<file path="src/rtl/pkt_rx_pkg.sv">
package pkt_rx_pkg;
  localparam int ST_W   = 3;
  localparam int ST_PE  = 0;
  localparam int ST_BF  = 1;
  localparam int ST_OV  = 2;
endpackage

</file>
<file path="src/rtl/pkt_fifo_mem.sv">
module pkt_fifo_mem #(
  parameter int DATA_W = 8,
  parameter int DEPTH  = 4,
  localparam int AW    = (DEPTH > 1) ? $clog2(DEPTH) : 1
) (
  input  logic              clk,
  input  logic              rst,
  input  logic              we,
  input  logic [AW-1:0]     waddr,
  input  logic [DATA_W-1:0] wdata,
  input  logic              re,
  input  logic [AW-1:0]     raddr,
  output logic [DATA_W-1:0] rdata
);
  logic [DATA_W-1:0] mem [DEPTH];

  always_ff @(posedge clk) begin
    if (we) mem[waddr] <= wdata;
  end

  always_ff @(posedge clk) begin
    if (rst)     rdata <= '0;
    else if (re) rdata <= mem[raddr];
  end
endmodule

</file>
<file path="src/rtl/pkt_fifo_ptrs.sv">
module pkt_fifo_ptrs #(
  parameter int DEPTH = 4,
  localparam int AW    = (DEPTH > 1) ? $clog2(DEPTH) : 1,
  localparam int OCC_W = $clog2(DEPTH + 1)
) (
  input  logic             clk,
  input  logic             rst,
  input  logic             push,
  input  logic             pop,
  output logic [AW-1:0]    wptr,
  output logic [AW-1:0]    rptr,
  output logic [OCC_W-1:0] occ
);
  function automatic logic [AW-1:0] bump(input logic [AW-1:0] p);
    return (p == AW'(DEPTH - 1)) ? '0 : p + AW'(1);
  endfunction

  always_ff @(posedge clk) begin
    if (rst) begin
      wptr <= '0;
      rptr <= '0;
      occ  <= '0;
    end else begin
      if (push) wptr <= bump(wptr);
      if (pop)  rptr <= bump(rptr);
      if (push && !pop)      occ <= occ + OCC_W'(1);
      else if (pop && !push) occ <= occ - OCC_W'(1);
    end
  end


  occ_bound_chk: assert property (@(posedge clk) disable iff (rst)
    occ <= OCC_W'(DEPTH));
endmodule

</file>
<file path="src/rtl/pkt_len_ctr.sv">
module pkt_len_ctr #(
  parameter int LEN_W = 8
) (
  input  logic             clk,
  input  logic             rst,
  input  logic             inc,
  input  logic [LEN_W-1:0] len_i,
  output logic             hit_o
);
  logic [LEN_W-1:0] cnt;

  assign hit_o = inc && ((cnt + LEN_W'(1)) == len_i);

  always_ff @(posedge clk) begin
    if (rst)        cnt <= '0;
    else if (hit_o) cnt <= '0;
    else if (inc)   cnt <= cnt + LEN_W'(1);
  end
endmodule

</file>
<file path="src/rtl/pkt_rx_fifo.sv">
module pkt_rx_fifo
  import pkt_rx_pkg::*;
#(
  parameter int DATA_W = 8,
  parameter int DEPTH  = 4,
  parameter int LEN_W  = 8
) (
  input  logic              clk,
  input  logic              rst,
  input  logic              byte_vld_i,
  input  logic [DATA_W-1:0] byte_i,
  input  logic [LEN_W-1:0]  blk_len_i,
  input  logic              rd_i,
  output logic [DATA_W-1:0] rd_data_o,
  output logic [ST_W-1:0]   stat_o,
  output logic              irq_n_o,
  output logic              rx_hold_o
);
  localparam int AW    = (DEPTH > 1) ? $clog2(DEPTH) : 1;
  localparam int OCC_W = $clog2(DEPTH + 1);

  logic [AW-1:0]    wptr, rptr;
  logic [OCC_W-1:0] occ;
  logic             wr_en, rd_en, last_rd, hit;
  logic             pe_q, bf_q, ov_q, hold_q, irq_n_q;
  logic             pe_d, bf_d, ov_d;

  assign wr_en   = byte_vld_i && !hold_q;
  assign rd_en   = rd_i && hold_q && (occ != '0);
  assign last_rd = rd_en && (occ == OCC_W'(1));

  pkt_fifo_ptrs #(.DEPTH(DEPTH)) u_ptrs (
    .clk(clk), .rst(rst), .push(wr_en), .pop(rd_en),
    .wptr(wptr), .rptr(rptr), .occ(occ)
  );

  pkt_fifo_mem #(.DATA_W(DATA_W), .DEPTH(DEPTH)) u_mem (
    .clk(clk), .rst(rst), .we(wr_en), .waddr(wptr), .wdata(byte_i),
    .re(rd_en), .raddr(rptr), .rdata(rd_data_o)
  );

  pkt_len_ctr #(.LEN_W(LEN_W)) u_len (
    .clk(clk), .rst(rst), .inc(wr_en), .len_i(blk_len_i), .hit_o(hit)
  );

  always_comb begin
    pe_d = pe_q;
    bf_d = bf_q;
    ov_d = ov_q;
    if (wr_en && hit) pe_d = 1'b1;
    if (wr_en && occ == OCC_W'(DEPTH - 1)) bf_d = 1'b1;
    if (byte_vld_i && hold_q) ov_d = 1'b1;
    if (last_rd) begin
      pe_d = 1'b0;
      bf_d = 1'b0;
      ov_d = 1'b0;
    end
  end

  always_ff @(posedge clk) begin
    if (rst) begin
      pe_q    <= 1'b0;
      bf_q    <= 1'b0;
      ov_q    <= 1'b0;
      hold_q  <= 1'b0;
      irq_n_q <= 1'b1;
    end else begin
      pe_q    <= pe_d;
      bf_q    <= bf_d;
      ov_q    <= ov_d;
      hold_q  <= pe_d || bf_d;
      irq_n_q <= !(pe_d || bf_d);
    end
  end

  assign stat_o[ST_PE] = pe_q;
  assign stat_o[ST_BF] = bf_q;
  assign stat_o[ST_OV] = ov_q;
  assign irq_n_o       = irq_n_q;
  assign rx_hold_o     = hold_q;


  drop_when_held_chk: assert property (@(posedge clk) disable iff (rst)
    (rx_hold_o && byte_vld_i && !last_rd) |=> (stat_o[ST_OV] && $stable(occ)));


  rd_ignored_chk: assert property (@(posedge clk) disable iff (rst)
    (!rx_hold_o && rd_i) |=> $stable(rd_data_o));


  drain_release_chk: assert property (@(posedge clk) disable iff (rst)
    (rx_hold_o && rd_i && occ == OCC_W'(1)) |=> (irq_n_o && !rx_hold_o && stat_o == '0));


  full_rise_chk: assert property (@(posedge clk) disable iff (rst)
    $rose(stat_o[ST_BF]) |-> (occ == OCC_W'(DEPTH)));
endmodule

</file>
<file path="config.mk">
export PLATFORM = sky130hd
export DESIGN_NAME = pkt_rx_fifo
export DESIGN_NICKNAME = d
export VERILOG_FILES = /design/src/rtl/pkt_rx_pkg.sv /design/src/rtl/pkt_fifo_mem.sv /design/src/rtl/pkt_fifo_ptrs.sv /design/src/rtl/pkt_len_ctr.sv /design/src/rtl/pkt_rx_fifo.sv
export SDC_FILE = /design/constraint.sdc
export NUM_CORES = 1
export LEC_CHECK = 0
export BUFFER_PORTS_ARGS = -buffer_cell sky130_fd_sc_hd__buf_2
export CAP_MARGIN = 20
export CELL_PAD_IN_SITES_DETAIL_PLACEMENT = 1
export CELL_PAD_IN_SITES_GLOBAL_PLACEMENT = 2
export CORE_ASPECT_RATIO = 0.7
export CORE_MARGIN = 1
export CORE_UTILIZATION = 25
export CTS_CLUSTER_SIZE = 30
export DETAILED_ROUTE_END_ITERATION = 10
export PLACE_DENSITY = 0.57
export RECOVER_POWER = 100
export REMOVE_ABC_BUFFERS = 1
export SLEW_MARGIN = 20
export SYNTH_ARGS = -nofsm -noshare
export SYNTH_HDL_FRONTEND = slang
export SYNTH_SLANG_ARGS = --single-unit
</file>
<file path="constraint.sdc">
create_clock -name clk -period 2.2 [get_ports clk]
set_clock_uncertainty 0.2 [all_clocks]
set_input_delay 0.22 -clock clk [delete_from_list [all_inputs] [get_ports clk]]
set_output_delay 0.22 -clock clk [all_outputs]
set_load 0.02 [all_outputs]
</file>
==> results.cfg <==
[status]
status = finished clean

[timing]
drv_slew = 0
max-slew-margin-rel_pct = 51.85
tightest_slew_ps = 721.9
period_share_pct = 92.83
worst_slack_ps = 157.7
fin_crit_ps = 2042
fmax_mhz = 489.6
finalHoldViolCount = 0
rsz0062_at_grt = false
finalSetupViolations = 0
holdWs_ps = 7.118
final.setup.tns_ps = 0

[grt]
grt_usage_pct = 11.82
grt-ovfl-total = 0
grt_pass1_wl_um = 9066
grt_max_degree = 18
grt_pass1_vias = 1691
antenna_found_initial = 0

[detailed_routing]
wire_per_inst_um = 14.22
first_pass_iters = 4
wirelength_um = 5688
route.detailed.drc = 0
vias_per_cell = 4.235
drt_iter0_drc = 62
vias = 1694
ant_nets = 0

[final_layout]
seqCellArea_mm2 = 0.001521
nFillCells = 1112
multi_input_area_mm2 = 0.001015
layout_commonest_cell = edfxtp_1
area_growth_pct = 26.83
mostFrequentLayoutCells = 32 x edfxtp_1, 31 x nand2_1, 28 x dfxtp_1
drive_above_1_share_pct = 16.91
final_nets = 298
antenna_cells = 0

[floorplanning]
die_w_um = 124.0
die-area_mm2 = 0.01083
initial_core_util_pct = 26.26
core_area_mm2 = 0.009910
die_y_um = 87.37
rows = 30
num_io_pins = 33

[power_and_ir_drop]
p_switching_mw = 0.5899
switching_share_pct = 21.43
p_leak_nw = 1.136
combPwrFrac_pct = 6.5
p_seq_share_pct = 45.0
p_per_area_mw_per_mm2 = 834.1
peakVddDrop_v = 0.0003237
internal-power_mw = 2.163
pwr-share-clk_pct = 48.5

[clock_tree]
cts_buffers = 9
clk_pin_slew_ps = 50
postCtsSetupRepairBufs = 0
cts_tree = done
clock_path_buffers = 2
ctsHtreeMaxLevel = 3
cts.sinks = 60
clkLatencyLatePin_ps = 320
root_buffer = clkbuf_16

[min_path]
holdPathStages = 3
hold_path_class = in -> reg

[placement]
pre_cts_ws_ps = 121.4
gp_congestion = 0.6743
hpwlAfterDp_um = 3995
io_buffers = 32

[yosys]
yosysUniqueCellTypes = 37
synth-seq-cells = 60
postSynthAreaPerCell_um2 = 11.99
ys_warn_count = 0
syn_area_mm2 = 0.002602
syn_inst = 217
synth_ff_type = edfxtp_1
synth_edf_count = 32
postSynth.asyncResetShare_pct = 0
seq_area_frac_synth_pct = 58.46

[setup_path]
critPathMaxFanout = 8
crit_chain = ha_1 -> nand3_2 -> or3_1 -> a21oi_2 -> nor3_2 -> o31ai_4 -> buf_12 -> nor2_1
required_ps = 2220
path_class = reg -> reg
reg2regPathDepth = 8
crit_slowest_cell = dfxtp_1
cp_top_family = simple AND/OR/NAND/NOR gates
startpoint_type = register
worst-path-buf-inv = 1
cp-end-kind = register
cpPeakStageDelay_ps = 360
critPathArrivalTime_ps = 2060
path_depth = 8

[run]
maxCapViolCount = 0
==> cell families after synthesis <==
group	Yosys count	synth area share (%)
multiplexers	8	6.923
buffers and inverters	18	3.077
adder cells (fa/ha/maj)	11	5.288
XOR/XNOR	17	5.721
flip-flops	60	58.46
AND/OR/NAND/NOR	72	12.79
AO/OA/AOI/OAI	31	7.741
==> flip-flops by register name (all words and copies together), names as in the netlist <==
register	count
u_ptrs.wptr	2
irq_n_o	1
u_len.cnt	8
u_mem.rdata	8
rx_hold_o	1
u_mem.mem	32
ov_q	1
pe_q	1
u_ptrs.rptr	2
u_ptrs.occ	3
bf_q	1
==> final cells by class <==
| type | count | area share [%] |
|---|---|---|
| Clock inverter | 6 | 1.668 |
| Inverter | 7 | 0.7961 |
| Clock buffer | 10 | 6.937 |
| Multi-Input combinational cell | 139 | 30.74 |
| Tap cell | 128 | 4.852 |
| Timing Repair Buffer | 50 | 8.908 |
| Sequential cell | 60 | 46.10 |
==> power groups by stage <==
stage | clock, mW | sequential [mW] | combinational, mW
floorplan | 0 | 1.26 | 0.0982
global placement | 0 | 1.26 | 0.177
detailed placement | 0 | 1.26 | 0.177
CTS | 1.38 | 1.24 | 0.189
global route | 1.43 | 1.24 | 0.204
finish | 1.33 | 1.24 | 0.180
==> what timing repair did <==
item,4_1_cts,5_1_grt
gates resized for setup,0,3
setup endpoints to repair,0,10
endpoints found under the hold margin,32,0
hold buffers,8,0
==> worst paths after layout <==
path,to,slack (ps),start
worst max register to register,u_len.cnt[7]$_SDFFE_PP0P_,160,u_len.cnt[0]$_SDFFE_PP0P_
worst min register to register,u_mem.rdata[5]$_SDFFE_PP0P_,250,u_mem.rdata[5]$_SDFFE_PP0P_
worst max-delay path,u_len.cnt[7]$_SDFFE_PP0P_,160,u_len.cnt[0]$_SDFFE_PP0P_
worst min-delay path,ov_q$_SDFFE_PP0P_,7,byte_vld_i
==> per-stage QoR <==
step | power [mW] | std cells | area [µm²] | utilization, %
5_1_grt | 2.876 | 400 | 3301 | 33.31
3_3_place_gp | 1.435 | 376 | 2957 | 29.84
3_5_place_dp | 1.437 | 376 | 2957 | 29.84
4_1_cts | 2.803 | 400 | 3321 | 33.51
6_report | 2.753 | 400 | 3301 | 33.31
2_1_floorplan | 1.358 | 206 | 2549 | -
==> worst register-to-register path, stage by stage (launching register included) <==
cell and delay [ps]:
dfxtp_1 360, ha_1 210, nand3_2 130, or3_1 350, a21oi_2 160, nor3_2 80, o31ai_4 240, buf_12 160
nor2_1 50
==> Yosys cell counts, types with 2 or more instances <==
cell / n / area, µm²
edfxtp_1: 32 / 960.9
nand2_1: 31 / 116.4
dfxtp_1: 28 / 560.5
a21oi_1: 17 / 85.08
nor2_1: 16 / 60.06
xnor2_1: 13 / 113.9
ha_1: 11 / 137.6
mux4_2: 8 / 180.2
inv_1: 7 / 26.28
clkbuf_1: 6 / 22.52
and2_1: 5 / 31.28
nor3_1: 5 / 25.02
o21ai_0: 4 / 20.02
xor2_1: 4 / 35.03
buf_4: 3 / 22.52
nand3_1: 3 / 15.01
a21o_1: 2 / 15.01
nor2b_1: 2 / 12.51
nor4_1: 2 / 12.51
==> metal layers <==
| metal | share of wire (%) | wire length (µm) | up-vias | GRT usage, % |
|---|---|---|---|---|
| met5 | 0 | 0 | - | 0 |
| met4 | 1.1 | 61 | 0 | 3.571 |
| met3 | 3.7 | 213 | 6 | 4.712 |
| met2 | 43 | 2442 | 23 | 16.77 |
| met1 | 52 | 2970 | 801 | 16.36 |
| li1 | - | - | 864 | - |
Power figures use the tool's default switching activity.
